### config.mk
export PLATFORM = sky130hd
export DESIGN_NAME = shstk_guard
export DESIGN_NICKNAME = d
export VERILOG_FILES = /design/src/rtl/shstk_guard.sv
export SDC_FILE = /design/constraint.sdc
export NUM_CORES = 2
export LEC_CHECK = 0
export BUFFER_PORTS_ARGS = -buffer_cell sky130_fd_sc_hd__buf_2
export CAP_MARGIN = 20
export CORE_MARGIN = 5
export CORE_UTILIZATION = 25
export CTS_BUF_LIST = sky130_fd_sc_hd__clkbuf_8 sky130_fd_sc_hd__clkbuf_16
export CTS_CLUSTER_DIAMETER = 80
export DETAILED_ROUTE_END_ITERATION = 12
export SYNTH_ARGS = -nofsm -noshare
export SYNTH_HDL_FRONTEND = slang
export SYNTH_SLANG_ARGS = --single-unit
### constraint.sdc
create_clock -name clk -period 12.45 [get_ports clk]
set_clock_uncertainty 0.05 [all_clocks]
set_input_delay 0 -clock clk [delete_from_list [all_inputs] [get_ports clk]]
set_output_delay 0 -clock clk [all_outputs]
set_load 0.1 [all_outputs]
### src/rtl/shstk_guard.sv
module shstk_guard #(
  parameter int AW    = 32,
  parameter int DEPTH = 16,
  localparam int LW   = $clog2(DEPTH),
  localparam int PW   = $clog2(DEPTH + 1)
) (
  input  logic          clk,
  input  logic          rst_n,
  input  logic [1:0]    cur_pl,
  input  logic          call_vld,
  input  logic [AW-1:0] call_addr,
  input  logic          ret_vld,
  input  logic [AW-1:0] ret_addr,
  input  logic          mgmt_priv,
  input  logic          mgmt_load,
  input  logic [PW-1:0] mgmt_wdata,
  output logic [PW-1:0] mgmt_rdata,
  output logic          ret_ok,
  output logic          fault,
  output logic [1:0]    fault_code
);
  localparam logic [PW-1:0] BASE = PW'(DEPTH);
  localparam logic [1:0] C_MISMATCH  = 2'd1;
  localparam logic [1:0] C_UNDERFLOW = 2'd2;
  localparam logic [1:0] C_OVERFLOW  = 2'd3;

  logic [3:0][PW-1:0] sp;
  logic [AW-1:0] mem [4*DEPTH];

  wire [PW-1:0] top     = sp[cur_pl];
  wire          empty   = (top == BASE);
  wire          full    = (top == '0);
  wire          load_go = mgmt_load & mgmt_priv;
  wire          do_call = call_vld & ~load_go;
  wire          do_ret  = ret_vld & ~call_vld & ~load_go;
  wire [PW-1:0] dec     = top - 1'b1;
  wire [LW-1:0] push_ix = dec[LW-1:0];
  wire [LW-1:0] top_ix  = top[LW-1:0];
  wire          match   = (mem[{cur_pl, top_ix}] == ret_addr);
  wire [PW-1:0] ld_val  = (mgmt_wdata > BASE) ? BASE : mgmt_wdata;

  assign mgmt_rdata = top;

  always_ff @(posedge clk)
    if (do_call && !full) mem[{cur_pl, push_ix}] <= call_addr;

  always_ff @(posedge clk) begin
    if (!rst_n) begin
      for (int i = 0; i < 4; i++) sp[i] <= BASE;
      ret_ok     <= 1'b0;
      fault      <= 1'b0;
      fault_code <= '0;
    end else begin
      ret_ok <= 1'b0;
      fault  <= 1'b0;
      if (load_go) begin
        sp[cur_pl] <= ld_val;
      end else if (do_call) begin
        if (full) begin
          fault      <= 1'b1;
          fault_code <= C_OVERFLOW;
        end else begin
          sp[cur_pl] <= dec;
        end
      end else if (do_ret) begin
        if (empty) begin
          fault      <= 1'b1;
          fault_code <= C_UNDERFLOW;
        end else if (match) begin
          sp[cur_pl] <= top + 1'b1;
          ret_ok     <= 1'b1;
        end else begin
          fault      <= 1'b1;
          fault_code <= C_MISMATCH;
        end
      end
    end
  end
endmodule

==> impl_summary.txt <==
----------------------------------------------------
[Run status]
  Status ... finished clean

[Critical path]
  Sort of element at the start of the critical path ... flop
  WP buf/inv ... 6
  Arrival @ worst endpoint ... around 9000 ps
  Number of gates on the worst path with buffers counted ... 19
  Delay of the slowest cell on the worst path ... 880 ps
  Crit path top cell by count ... sky130_fd_sc_hd__mux2i_1
  Critical path's slowest cell ... sky130_fd_sc_hd__dlygate4sd3_1
  Required time at the endpoint of the critical path ... between 10000 and 15000 ps
  Kind of cell with the highest combined delay on the critical path ... buffers and inverters
  Capturing element type of the critical path ... flop
  Crit path cell chain ... mux2i_1 > mux2_8 > inv_8 > buf_12 > buf_12 > mux2i_1 > mux2i_1 > a32oi_1 > nand2_1 > nor4_2 > xnor2_1 > a2111oi_4 > dlygate4sd3_1 > nand4_2 > nor4_4 > dlygate4sd3_1 > o21ai_4 > mux2i_1 > dlygate4sd3_1
  Depth of the most critical reg-to-reg path ... 19
  Peak fanout along the critical path ... roughly 130
  Worst setup path class ... flop to flop

[CTS]
  Maximum number of buffers from clock root to sink ... 3
  Root buf cell ... sky130_fd_sc_hd__clkbuf_16
  TritonCTS clock tree ... built
  Sink Count ... 2072
  Gates resized, CTS repair ... 0
  Number of clock buffers inserted by TritonCTS ... between 200 and 250
  Clk slew on worst S/H paths ... 70 ps
  Clk Latency, worst-skew pair ... just under 900 ps
  Number of H-tree levels ... 4

[Yosys]
  Post-synth EDFFs ... 2048
  Primary flip-flop cell chosen by synthesis mapping ... sky130_fd_sc_hd__edfxtp_1
  Most common cell in the netlist ... sky130_fd_sc_hd__edfxtp_1
  Biggest area consumer among synthesized cells ... sky130_fd_sc_hd__edfxtp_1
  Top cells by area, synth ... sky130_fd_sc_hd__edfxtp_1 75%, sky130_fd_sc_hd__mux2i_1 9.3%, sky130_fd_sc_hd__nand2_1 2.6%
  Post-synthesis area per instance ... about 17 um2
  Register bit total from synthesis ... ~2100
  Syn Std Cell Area ... about 82000 um2
  Number of cells produced by synthesis ... 4935
  Post-synth top area share ... roughly three quarters
  List of most frequent post-synthesis cells ... 2048 x sky130_fd_sc_hd__edfxtp_1, 764 x sky130_fd_sc_hd__mux2i_1, 581 x sky130_fd_sc_hd__nand2_1, 122 x sky130_fd_sc_hd__buf_2, 121 x sky130_fd_sc_hd__nor2_1
  Syn. warnings ... 0
  Seq/Total Area, Yosys ... about three quarters
  Count of distinct cell types in the synthesized netlist ... roughly 70
  Post-Syn Nets ... 5014
  Fraction of registers with async set/reset ... 0%

[Place]
  Setup slack at placement ... roughly 4700 ps
  Routability congestion estimate ... ~0.84
  Port buffer count ... 85
  Count of placed standard cells including taps ... 9212
  HPWL after detailed placement ... between 100000 and 150000 um

[STA]
  Maximum operating frequency ... 0.121 GHz
  Hold Fails Final Rpt ... 0
  Time the final worst path needs with I/O delays and setup ... a little over 8000 ps
  # setup viols final ... 0
  Period Utilization, post-route ... 66.5%
  Relative max-transition margin ... between 20% and 30%
  Setup repair after global routing missed its margin ... no
  Sum of negative setup slack ... 0 ps
  Final slew viol count ... 0
  Final worst-path setup slack ... ~4200 ps
  Slew at the pin with the worst max-slew slack ... approximately 1100 ps

[Pwr]
  Total leakage power ... 29.3 nW
  Total power ... 14.7 mW
  Worst vdd rail ir drop ... around 0.16 mV
  Power Density ... 153 nW/um2

[Die]
  Die extent in x ... between 500 and 600 um
  Total die area ... around 340000 um2
  Ports ... 86
  Height of the die ... around 600 um
  Initial Util ... 25.1%
  Number of rows in the core area ... 210
  Area of the core ... 328000 um2

[Routing]
  Overall routed net length ... about 260000 um
  Final ANT Viol Nets ... 0
  WL per Instance ... 26.4 um
  Total DRC errors in the routed layout ... 0
  DR vias ... 47700
  Detailed-route vias per instance ... slightly below 5
  Number of DRC markers in iteration 0 ... 5513
  Iteration count of the initial detailed-routing pass ... 5

[Global route]
  Wire length of the first global-routing pass ... around 360000 um
  Number of global-route vias before repair ... roughly 46000
  Met3 global-route usage ... roughly 3.2%
  Gr busiest metal ... met2
  Initial antenna violation count ... 31
  Overall global routing resource usage ... 14.5%
  Met2 layer usage reported by global route ... between 20% and 30%
  Pin count of the biggest net entering global routing ... around 160
  Global-route track usage on met1 ... 19.4%
  Remaining global-route overflow ... 0

[Cells and area]
  Layout cells sized above 1 ... 13.0%
  Number of standard cells in the layout, taps in and fillers out ... a little under 10000
  Fraction of the core area covered by cells at the end of the flow ... 29.2%
  Area grow syn2layout ... 16.3%
  Final-stage net count ... about 5200

[Worst hold path]
  Hold crit path type ... input port to flop
  Number of instances on the worst hold path ... 2

[Flow run]
  Max-Cap Viols ... 0

----------------------------------------------------
## sequential cells by signal, summed over array words and instances (netlist names)
signal	flops
fault_code	2
ret_ok	1
sp	20
mem	2048
fault	1
## cell families after synthesis
family / share of synthesized area, %
adder cells (fa/ha/maj): 0.0304
buffers and inverters: 1.95
flip-flops: 75.2
multiplexers: 10.8
XOR/XNOR: 0.393
AO/OA/AOI/OAI: 5.79
AND/OR/NAND/NOR: 5.78
## path summary, 6_finish.rpt
check / slack, ps / to / from
max: 4170 / sp[1] / sp[7]
min: 70 / mem[24][30] / call_addr[30]
max reg2reg: 4170 / sp[1] / sp[7]
min reg2reg: 420 / sp[5] / sp[5]
## worst reg2reg max path, delay by kind of cell (launching register included)
kind,cells,cell delay (ps)
buffers and inverters,6,4120
xor gates and xnor gates,1,200
muxes,5,1420
and+or+nand+nor,4,1090
AOI/OAI and AO/OA,3,950
DFF,1,340
## per-layer routing
metal	part of all wire [%]	wire length [um]	vias to the layer above
met5	0.031	80	-
met4	4.2	10700	12
met3	9.8	25200	522
met2	46	117000	2566
met1	40	102000	24700
li1	-	-	19900
## repair_timing
item | in CTS | in global routing
setup buffers | 0 | 0
hold buffers | 55 | 1
endpoints found under the hold margin | 2072 | 6
## stage by stage
stage	cell area, um2	hold slack, ps
global placement	88400	409
global route	95800	57.1
floorplan	82400	48.9
CTS	95300	71.2
detailed placement	88500	404
finish	95800	68.6
## power by group
group	internal [mW]	leakage [nW]	switching, mW
Sequential	7.72	18.6	0.0134
Clock	3.18	3.27	2.64
Combinational	0.316	7.37	0.791
## layout by cell type, fill, tap and decap left out, types with 14 or more instances in the layout
master,instances
sky130_fd_sc_hd__clkinv_2,36
sky130_fd_sc_hd__clkbuf_16,205
sky130_fd_sc_hd__dfxtp_1,24
sky130_fd_sc_hd__a311o_1,30
sky130_fd_sc_hd__o21ai_0,17
sky130_fd_sc_hd__a211oi_1,99
sky130_fd_sc_hd__nor2_1,52
sky130_fd_sc_hd__nor2_4,66
sky130_fd_sc_hd__xnor2_1,23
sky130_fd_sc_hd__buf_12,27
sky130_fd_sc_hd__nand4_1,37
sky130_fd_sc_hd__nor4_1,35
sky130_fd_sc_hd__nand2_1,580
sky130_fd_sc_hd__o221ai_1,58
sky130_fd_sc_hd__buf_4,132
sky130_fd_sc_hd__and3_1,15
sky130_fd_sc_hd__a32oi_1,39
sky130_fd_sc_hd__buf_2,87
sky130_fd_sc_hd__dlygate4sd3_1,56
sky130_fd_sc_hd__inv_1,52
sky130_fd_sc_hd__o22ai_1,16
sky130_fd_sc_hd__clkinv_1,52
sky130_fd_sc_hd__nor2b_1,104
sky130_fd_sc_hd__nand3_1,88
sky130_fd_sc_hd__nor3_1,25
sky130_fd_sc_hd__xor2_1,14
sky130_fd_sc_hd__edfxtp_1,2048
sky130_fd_sc_hd__a22oi_1,110
sky130_fd_sc_hd__a31oi_1,74
sky130_fd_sc_hd__mux2i_1,764
sky130_fd_sc_hd__mux4_2,47
sky130_fd_sc_hd__a21oi_1,90
sky130_fd_sc_hd__a311oi_1,33
## cell type report
| type | count | area (um2) |
|---|---|---|
| clock buffers | 205 | 5130 |
| multi-input cells | 2556 | 19400 |
| diodes | 11 | 27.5 |
| repair buffers | 307 | 2630 |
| well taps | 4346 | 5440 |
| fillers | 32100 | 232000 |
| flip-flops and latches | 2072 | 62000 |
| clock inverters | 169 | 1180 |
| inverters | 8 | 52.6 |
No activity file was read; power rests on OpenSTA's default activity.
